[config.mk]
export PLATFORM = sky130hd
export DESIGN_NAME = wse_spi_engine
export DESIGN_NICKNAME = d
export VERILOG_FILES = /design/src/rtl/wse_pkg.sv /design/src/rtl/wse_fmt_decode.sv /design/src/rtl/wse_bit_timer.sv /design/src/rtl/wse_shift_path.sv /design/src/rtl/wse_spi_engine.sv
export SDC_FILE = /design/constraint.sdc
export NUM_CORES = 1
export LEC_CHECK = 0
export CAP_MARGIN = 10
export CORE_ASPECT_RATIO = 1.1
export CORE_MARGIN = 5
export CORE_UTILIZATION = 30
export DETAILED_ROUTE_END_ITERATION = 12
export SLEW_MARGIN = 20
export SYNTH_ARGS = -nofsm -noshare
export SYNTH_HDL_FRONTEND = slang
export SYNTH_HIERARCHICAL = 1
export SYNTH_SLANG_ARGS = --single-unit
[constraint.sdc]
create_clock -name clk -period 9.1 [get_ports clk]
set_input_delay 1.82 -clock clk [delete_from_list [all_inputs] [get_ports clk]]
set_output_delay 1.82 -clock clk [all_outputs]
set_load 0.01 [all_outputs]
[src/rtl/wse_pkg.sv]
package wse_pkg;
  // Field positions inside the format word
  localparam int FMT_LEN_LSB      = 0;
  localparam int FMT_LEN_W        = 5;
  localparam int FMT_PRE_LSB      = 8;
  localparam int FMT_PHASE_BIT    = 16;
  localparam int FMT_POL_BIT      = 17;
  localparam int FMT_LSBF_BIT     = 20;
  localparam int FMT_PAR_EN_BIT   = 22;
  localparam int FMT_PAR_ODD_BIT  = 23;
  localparam int FMT_GAP_LSB      = 24;
  // Field positions inside the per-word control half
  localparam int CTL_CS_LSB       = 0;
  localparam int CTL_DLY_BIT      = 10;
  localparam int CTL_HOLD_BIT     = 12;

  typedef enum logic [1:0] {
    SEQ_IDLE  = 2'd0,
    SEQ_SHIFT = 2'd1,
    SEQ_GAP   = 2'd2
  } seq_state_e;
endpackage

[src/rtl/wse_fmt_decode.sv]
module wse_fmt_decode
  import wse_pkg::*;
#(
  parameter int DATA_W = 16,
  parameter int PRE_W  = 8,
  parameter int GAP_W  = 6,
  parameter int NCS    = 8,
  parameter int LW     = 5,
  parameter int PW     = 9
) (
  input  logic [31:0]      fmt_cfg,
  input  logic [15:0]      ctrl_cfg,
  output logic [PW-1:0]    period,
  output logic [PW-1:0]    half,
  output logic [LW-1:0]    len,
  output logic [LW-1:0]    nbits,
  output logic             cpol,
  output logic             lead,
  output logic             lsbf,
  output logic             par_en,
  output logic             par_odd,
  output logic             dly,
  output logic             hold,
  output logic [GAP_W-1:0] gap,
  output logic [NCS-1:0]   cs_pat
);
  logic [FMT_LEN_W-1:0] raw_len;
  logic [PRE_W-1:0]     pre;
  logic                 unused_cfg;

  assign unused_cfg = ^{fmt_cfg, ctrl_cfg};

  always_comb begin
    raw_len = fmt_cfg[FMT_LEN_LSB +: FMT_LEN_W];
    if (raw_len < FMT_LEN_W'(2))
      len = LW'(2);
    else if (int'(raw_len) > DATA_W)
      len = LW'(DATA_W);
    else
      len = LW'(raw_len);

    pre    = fmt_cfg[FMT_PRE_LSB +: PRE_W];
    period = (pre == '0) ? PW'(2) : (PW'(pre) + PW'(1));
    half   = period >> 1;

    cpol    = fmt_cfg[FMT_POL_BIT];
    lead    = fmt_cfg[FMT_PHASE_BIT] ? cpol : ~cpol;
    lsbf    = fmt_cfg[FMT_LSBF_BIT];
    par_en  = fmt_cfg[FMT_PAR_EN_BIT];
    par_odd = fmt_cfg[FMT_PAR_ODD_BIT];
    nbits   = len + LW'(par_en);
    gap     = fmt_cfg[FMT_GAP_LSB +: GAP_W];
    dly     = ctrl_cfg[CTL_DLY_BIT];
    hold    = ctrl_cfg[CTL_HOLD_BIT];
    cs_pat  = ctrl_cfg[CTL_CS_LSB +: NCS];
  end
endmodule

[src/rtl/wse_bit_timer.sv]
module wse_bit_timer #(
  parameter int PW = 9
) (
  input  logic          clk,
  input  logic          rst,
  input  logic          run,
  input  logic          load,
  input  logic [PW-1:0] period,
  input  logic [PW-1:0] half,
  output logic [PW-1:0] pos,
  output logic          pos_last,
  output logic          mid_hit
);
  assign pos_last = (pos == (period - PW'(1)));
  assign mid_hit  = (pos == (half - PW'(1)));

  always_ff @(posedge clk) begin
    if (rst)
      pos <= '0;
    else if (load)
      pos <= '0;
    else if (run)
      pos <= pos_last ? '0 : (pos + PW'(1));
  end


  pos_range_chk: assert property (@(posedge clk) disable iff (rst)
    run |-> (pos < period));
endmodule

[src/rtl/wse_shift_path.sv]
module wse_shift_path #(
  parameter int DATA_W = 16,
  parameter int LW     = 5
) (
  input  logic              clk,
  input  logic              rst,
  input  logic [DATA_W-1:0] sel_tx,
  input  logic [LW-1:0]     sel_len,
  input  logic              sel_lsbf,
  input  logic              sel_odd,
  input  logic [LW-1:0]     sel_idx,
  output logic              tx_bit,
  input  logic              clr,
  input  logic              cap,
  input  logic              cap_bit,
  input  logic [LW-1:0]     cap_idx,
  input  logic [LW-1:0]     cap_len,
  input  logic              cap_lsbf,
  output logic [DATA_W-1:0] rx_acc
);
  localparam int IW = (DATA_W > 1) ? $clog2(DATA_W) : 1;

  logic [DATA_W-1:0] mask;
  logic              par_bit;
  logic [LW-1:0]     rev_t;
  logic [LW-1:0]     rev_r;
  logic [IW-1:0]     pick_t;
  logic [IW-1:0]     pick_r;

  always_comb begin
    for (int j = 0; j < DATA_W; j++)
      mask[j] = (LW'(j) < sel_len);
    par_bit = sel_odd ^ (^(sel_tx & mask));
    rev_t   = sel_len - LW'(1) - sel_idx;
    pick_t  = sel_lsbf ? IW'(sel_idx) : IW'(rev_t);
    tx_bit  = (sel_idx < sel_len) ? sel_tx[pick_t] : par_bit;

    rev_r   = cap_len - LW'(1) - cap_idx;
    pick_r  = cap_lsbf ? IW'(cap_idx) : IW'(rev_r);
  end

  always_ff @(posedge clk) begin
    if (rst || clr)
      rx_acc <= '0;
    else if (cap && (cap_idx < cap_len))
      rx_acc[pick_r] <= cap_bit;
  end

  // only data slots and the one parity slot are ever sampled
  cap_idx_chk: assert property (@(posedge clk) disable iff (rst)
    cap |-> (cap_idx <= cap_len));
endmodule

[src/rtl/wse_spi_engine.sv]
module wse_spi_engine
  import wse_pkg::*;
#(
  parameter int DATA_W = 16,
  parameter int NCS    = 8,
  parameter int PRE_W  = 8,
  parameter int GAP_W  = 6
) (
  input  logic              clk,
  input  logic              rst,
  input  logic              start,
  input  logic [31:0]       fmt_cfg,
  input  logic [15:0]       ctrl_cfg,
  input  logic [DATA_W-1:0] tx_word,
  input  logic              loopback,
  input  logic              miso,
  output logic              sclk,
  output logic              mosi,
  output logic [NCS-1:0]    cs_n,
  output logic [DATA_W-1:0] rx_word,
  output logic              word_done,
  output logic              busy
);
  localparam int LW = $clog2(DATA_W + 2);
  localparam int PW = PRE_W + 1;

  // live decode
  logic [PW-1:0]    d_period, d_half;
  logic [LW-1:0]    d_len, d_nbits;
  logic             d_cpol, d_lead, d_lsbf, d_par_en, d_par_odd, d_dly, d_hold;
  logic [GAP_W-1:0] d_gap;
  logic [NCS-1:0]   d_cs;

  // settings held for the word in flight
  logic [PW-1:0]     period_q, half_q;
  logic [LW-1:0]     len_q, nbits_q;
  logic              cpol_q, lead_q, lsbf_q, odd_q, dly_q, hold_q;
  logic [GAP_W-1:0]  gap_q;
  logic [NCS-1:0]    cs_q;
  logic [DATA_W-1:0] tx_q;

  seq_state_e        st;
  logic [LW-1:0]     bidx;
  logic [GAP_W:0]    gcnt;
  logic [PW-1:0]     pos;
  logic              pos_last, mid_hit;
  logic              accept, end_word, gap_done, cap;
  logic              tx_bit;
  logic [DATA_W-1:0] rx_acc;
  logic [DATA_W-1:0] sel_tx;
  logic [LW-1:0]     sel_len, sel_idx;
  logic              sel_lsbf, sel_odd;
  logic              unused_dec;

  assign unused_dec = ^{d_par_en, pos};

  wse_fmt_decode #(
    .DATA_W(DATA_W), .PRE_W(PRE_W), .GAP_W(GAP_W), .NCS(NCS), .LW(LW), .PW(PW)
  ) u_dec (
    .fmt_cfg (fmt_cfg),
    .ctrl_cfg(ctrl_cfg),
    .period  (d_period),
    .half    (d_half),
    .len     (d_len),
    .nbits   (d_nbits),
    .cpol    (d_cpol),
    .lead    (d_lead),
    .lsbf    (d_lsbf),
    .par_en  (d_par_en),
    .par_odd (d_par_odd),
    .dly     (d_dly),
    .hold    (d_hold),
    .gap     (d_gap),
    .cs_pat  (d_cs)
  );

  assign accept   = (st == SEQ_IDLE) && start;
  assign end_word = (st == SEQ_SHIFT) && pos_last && (bidx == (nbits_q - LW'(1)));
  assign gap_done = (st == SEQ_GAP) && pos_last &&
                    (gcnt == ({1'b0, gap_q} + (GAP_W+1)'(1)));
  assign cap      = (st == SEQ_SHIFT) && mid_hit;
  assign busy     = (st != SEQ_IDLE);

  wse_bit_timer #(.PW(PW)) u_tmr (
    .clk     (clk),
    .rst     (rst),
    .run     (busy),
    .load    (accept),
    .period  (period_q),
    .half    (half_q),
    .pos     (pos),
    .pos_last(pos_last),
    .mid_hit (mid_hit)
  );

  // On the accepting edge the first bit comes from the live inputs
  assign sel_tx   = accept ? tx_word   : tx_q;
  assign sel_len  = accept ? d_len     : len_q;
  assign sel_lsbf = accept ? d_lsbf    : lsbf_q;
  assign sel_odd  = accept ? d_par_odd : odd_q;
  assign sel_idx  = accept ? '0        : (bidx + LW'(1));

  wse_shift_path #(.DATA_W(DATA_W), .LW(LW)) u_sp (
    .clk     (clk),
    .rst     (rst),
    .sel_tx  (sel_tx),
    .sel_len (sel_len),
    .sel_lsbf(sel_lsbf),
    .sel_odd (sel_odd),
    .sel_idx (sel_idx),
    .tx_bit  (tx_bit),
    .clr     (accept),
    .cap     (cap),
    .cap_bit (loopback ? mosi : miso),
    .cap_idx (bidx),
    .cap_len (len_q),
    .cap_lsbf(lsbf_q),
    .rx_acc  (rx_acc)
  );

  always_ff @(posedge clk) begin
    if (rst) begin
      st        <= SEQ_IDLE;
      bidx      <= '0;
      gcnt      <= '0;
      sclk      <= 1'b0;
      mosi      <= 1'b0;
      cs_n      <= '1;
      rx_word   <= '0;
      word_done <= 1'b0;
      period_q  <= PW'(2);
      half_q    <= PW'(1);
      len_q     <= LW'(2);
      nbits_q   <= LW'(2);
      cpol_q    <= 1'b0;
      lead_q    <= 1'b0;
      lsbf_q    <= 1'b0;
      odd_q     <= 1'b0;
      dly_q     <= 1'b0;
      hold_q    <= 1'b0;
      gap_q     <= '0;
      cs_q      <= '1;
      tx_q      <= '0;
    end else begin
      word_done <= 1'b0;
      unique case (st)
        SEQ_IDLE: begin
          sclk <= d_cpol;
          if (accept) begin
            st       <= SEQ_SHIFT;
            bidx     <= '0;
            sclk     <= d_lead;
            mosi     <= tx_bit;
            cs_n     <= d_cs;
            period_q <= d_period;
            half_q   <= d_half;
            len_q    <= d_len;
            nbits_q  <= d_nbits;
            cpol_q   <= d_cpol;
            lead_q   <= d_lead;
            lsbf_q   <= d_lsbf;
            odd_q    <= d_par_odd;
            dly_q    <= d_dly;
            hold_q   <= d_hold;
            gap_q    <= d_gap;
            cs_q     <= d_cs;
            tx_q     <= tx_word;
          end
        end
        SEQ_SHIFT: begin
          if (mid_hit)
            sclk <= ~lead_q;
          if (end_word) begin
            word_done <= 1'b1;
            rx_word   <= rx_acc;
            cs_n      <= hold_q ? cs_q : '1;
            sclk      <= cpol_q;
            mosi      <= 1'b0;
            gcnt      <= '0;
            st        <= dly_q ? SEQ_GAP : SEQ_IDLE;
          end else if (pos_last) begin
            bidx <= bidx + LW'(1);
            mosi <= tx_bit;
            sclk <= lead_q;
          end
        end
        SEQ_GAP: begin
          sclk <= cpol_q;
          if (gap_done)
            st <= SEQ_IDLE;
          else if (pos_last)
            gcnt <= gcnt + (GAP_W+1)'(1);
        end
        default: st <= SEQ_IDLE;
      endcase
    end
  end


  done_pulse_chk: assert property (@(posedge clk) disable iff (rst)
    word_done |=> !word_done);


  rx_upper_zero_chk: assert property (@(posedge clk) disable iff (rst)
    word_done |-> ((rx_word >> len_q) == '0));


  cs_stable_chk: assert property (@(posedge clk) disable iff (rst)
    ((st == SEQ_SHIFT) && $past(st == SEQ_SHIFT)) |-> $stable(cs_n));


  gap_idle_clk_chk: assert property (@(posedge clk) disable iff (rst)
    ((st == SEQ_GAP) && $past(st == SEQ_GAP)) |-> (sclk == cpol_q));


  mosi_hold_chk: assert property (@(posedge clk) disable iff (rst)
    ((st == SEQ_SHIFT) && $past(st == SEQ_SHIFT) && !$past(pos_last)) |-> $stable(mosi));


  busy_start_ignored_chk: assert property (@(posedge clk) disable iff (rst)
    (busy && start) |=> $stable(tx_q));
endmodule

==> metrics.md <==
| Metric | Value |
|---|---|
| Core region area | `26,070 um^2` |
| Min cycle time layout | `5.382 ns` |
| Critical path origin | `start` |
| Initial Utilization | `30.41%` |
| Max cap viols | `0` |
| Total CTS buffers | `17` |
| Number of port buffers | `82` |
| Total Wirelength | `20.05 mm` |
| 1st-iter DRT viols | `377` |
| Drt drc | `0` |
| PwrDens | `234.2 nW/um^2` |
| # resized after CTS | `0` |
| Overflow left after global routing | `0` |
| Setup TNS | `0 ns` |
| Status | `finished clean` |
| DP HPWL | `14.24 mm` |
| Area growth, synth to finish | `17.70%` |
| GR Util met2 | `22.92%` |
| R2R Path Start | `st[0]$_SDFFE_PP0P_` |
| Postcts setup bufs | `0` |
| Post-Syn Nets | `1,143` |
| Antenna Violating Nets Remaining | `0` |
| Number of cell rows | `62` |
| Io pins | `97` |
| GRT Overall Usage | `13.69%` |
| Setup slack, reg-to-reg | `4.84 ns` |
| Mapped Cells | `1,043` |
| Final Hold Violating Endpoints | `0` |
| Most Crowded Layer GR | `met2` |
| Number of diodes | `0` |
| Met1 Usage GRT | `17.28%` |
| Worst skew pair latency | `0.42 ns` |
| GR Util met3 | `3.203%` |
| Worst R2R Path Depth | `17` |
| Fin crit share | `59.15%` |
| Hold Path Class | `reg2reg` |
| Final non-filler cell area | `9329 um^2` |
| RePlAce Congestion | `0.8316` |
| Longest Clk Path Bufs | `2` |
| Vias in the first global route | `6,835` |
| Vias | `7,050` |
| Worst-path fanout max | `65` |
| Synthesized area | `7926 um^2` |
| Final nets | `1,163` |
| VDD IR-drop max | `93.70 uV` |
| Die area | `29,780 um^2` |
| Setup violators final | `0` |
| Crit. End Element | `flop` |
| Crit path required time | `9.44 ns` |
| Post-Layout Cell Count | `1,427` |
| Placed inst area | `8743 um^2` |
| Global-route wire length before repair | `33.58 mm` |
| CTS tree | `built` |
| 1st-pass router iterations | `5` |
| Startpoint types | `input port` |
| Leakage | `3.461 nW` |
| Vias/cell | `4.940` |
| Die Width | `165.0 um` |
| Setup crit end | `mosi$_SDFFE_PP0P_` |
| Worst Tran Pin Value | `0.9425 ns` |
| Worst Skew | `0.01093 ns` |
| Initial antenna violation count | `0` |
| RSZ-0062 raised after global routing | `false` |
| Clock root buffer master | `clkbuf_16` |
| Synth warn | `6` |
| Rel. slew slack | `36.75%` |
| Hold Buf Count CTS | `0` |
| Drt wl/cell | `14.05 um` |
| Hold path depth | `2` |
| Crit path DAT | `5.72 ns` |
| H-tree levels | `4` |
| Clock slew at reported path FFs | `0.06 ns` |
| Chip height | `180.5 um` |
| Fin. max-slew vios | `0` |
| Largest net degree at the start of global routing | `66` |
| Min-delay src | `rx_word[9]$_SDFFE_PP0P_` |
| CTS Sinks | `130` |
| Proportion of layout cells with a drive suffix above 1 | `6.140%` |
| Worst flop-to-flop path endpoint | `mosi$_SDFFE_PP0P_` |
| Synthesized area per cell | `7.600 um^2` |
| Placed cells | `1,395` |
| Crit path kind | `in2reg` |
| Max Fclk | `185.8 MHz` |
-- power breakdown --
group	internal [W]	switching [W]	leakage, nW	total (W)
clock network	0.000411	0.000261	0.269	0.000672
registers	0.000636	0.0000539	1.06	0.000690
logic	0.000333	0.000490	2.13	0.000823
-- area by class of cell --
| type | instances | area (um^2) |
|---|---|---|
| flip-flops and latches | 130 | 2603 |
| clock buffers | 20 | 446.7 |
| repair buffers | 87 | 853.3 |
| well taps | 352 | 440.4 |
| fillers | 2786 | 16740 |
| clock inverters | 11 | 130.1 |
| multi-input cells | 783 | 4691 |
| inverters | 44 | 165.2 |
-- critical path, stage by stage --
cell and delay [ns]:
clkdlybuf4s50_1 0.46, nand2_2 0.10, buf_4 0.57, nand2_1 0.16, nand2_1 0.36, ha_1 0.24
inv_1 0.07, fa_1 0.50, o32ai_1 0.35, o21ai_0 0.14, a211oi_1 0.25, a211oi_1 0.07
o21ai_0 0.16, o21a_1 0.18, nand3_1 0.08, a21oi_1 0.17
-- sequential cells by signal, summed over array words and instances (netlist names) --
register	cells
bidx	5
cpol_q	1
odd_q	1
st	2
mosi	1
half_q	9
hold_q	1
len_q	5
word_done	1
u_sp/rx_acc	16
u_tmr/pos	9
nbits_q	5
lead_q	1
lsbf_q	1
period_q	9
cs_n	8
gcnt	7
dly_q	1
rx_word	16
gap_q	6
cs_q	8
sclk	1
tx_q	16
-- stage by stage --
stage | total power [W] | hold WS (ns) | utilization (%) | setup WS (ns)
floorplan | 0.001316 | 0.4284 | - | 4.338
global placement | 0.001507 | 0.4423 | 33.54 | 3.308
detailed placement | 0.001520 | 0.4466 | 33.54 | 3.293
CTS | 0.002204 | 0.4551 | 35.76 | 3.705
global route | 0.002336 | 0.4741 | 35.79 | 3.381
finish | 0.002184 | 0.4524 | 35.79 | 3.718
-- layer usage --
layer	vias to the layer above	routed length, um
met3	27	666
met5	-	0
li1	3631	-
met1	3275	9438
met2	117	9599
met4	0	345
-- how the worst min path moves through the flow --
| stage | slack [ns] | to |
|---|---|---|
| after floorplan | 0.43 | rx_word[0]$_SDFFE_PP0P_ |
| final | 0.45 | rx_word[9]$_SDFFE_PP0P_ |
| after CTS | 0.46 | rx_word[9]$_SDFFE_PP0P_ |
| after global routing | 0.47 | cpol_q$_SDFFE_PP0P_ |
| after global placement | 0.44 | cs_q[4]$_SDFFE_PP1P_ |
| after detailed placement | 0.45 | cs_q[5]$_SDFFE_PP1P_ |
-- cells in the final DEF, fill, tap and decap left out, types with 34 or more instances in the layout --
cell type and instances:
clkdlybuf4s50_1 81, xnor2_1 34, a21oi_1 115, nand3_1 46
inv_1 43, nand2_1 211, nor2_1 52, dfxtp_1 130
o21ai_0 50
No activity file was read; power rests on OpenSTA's default activity.
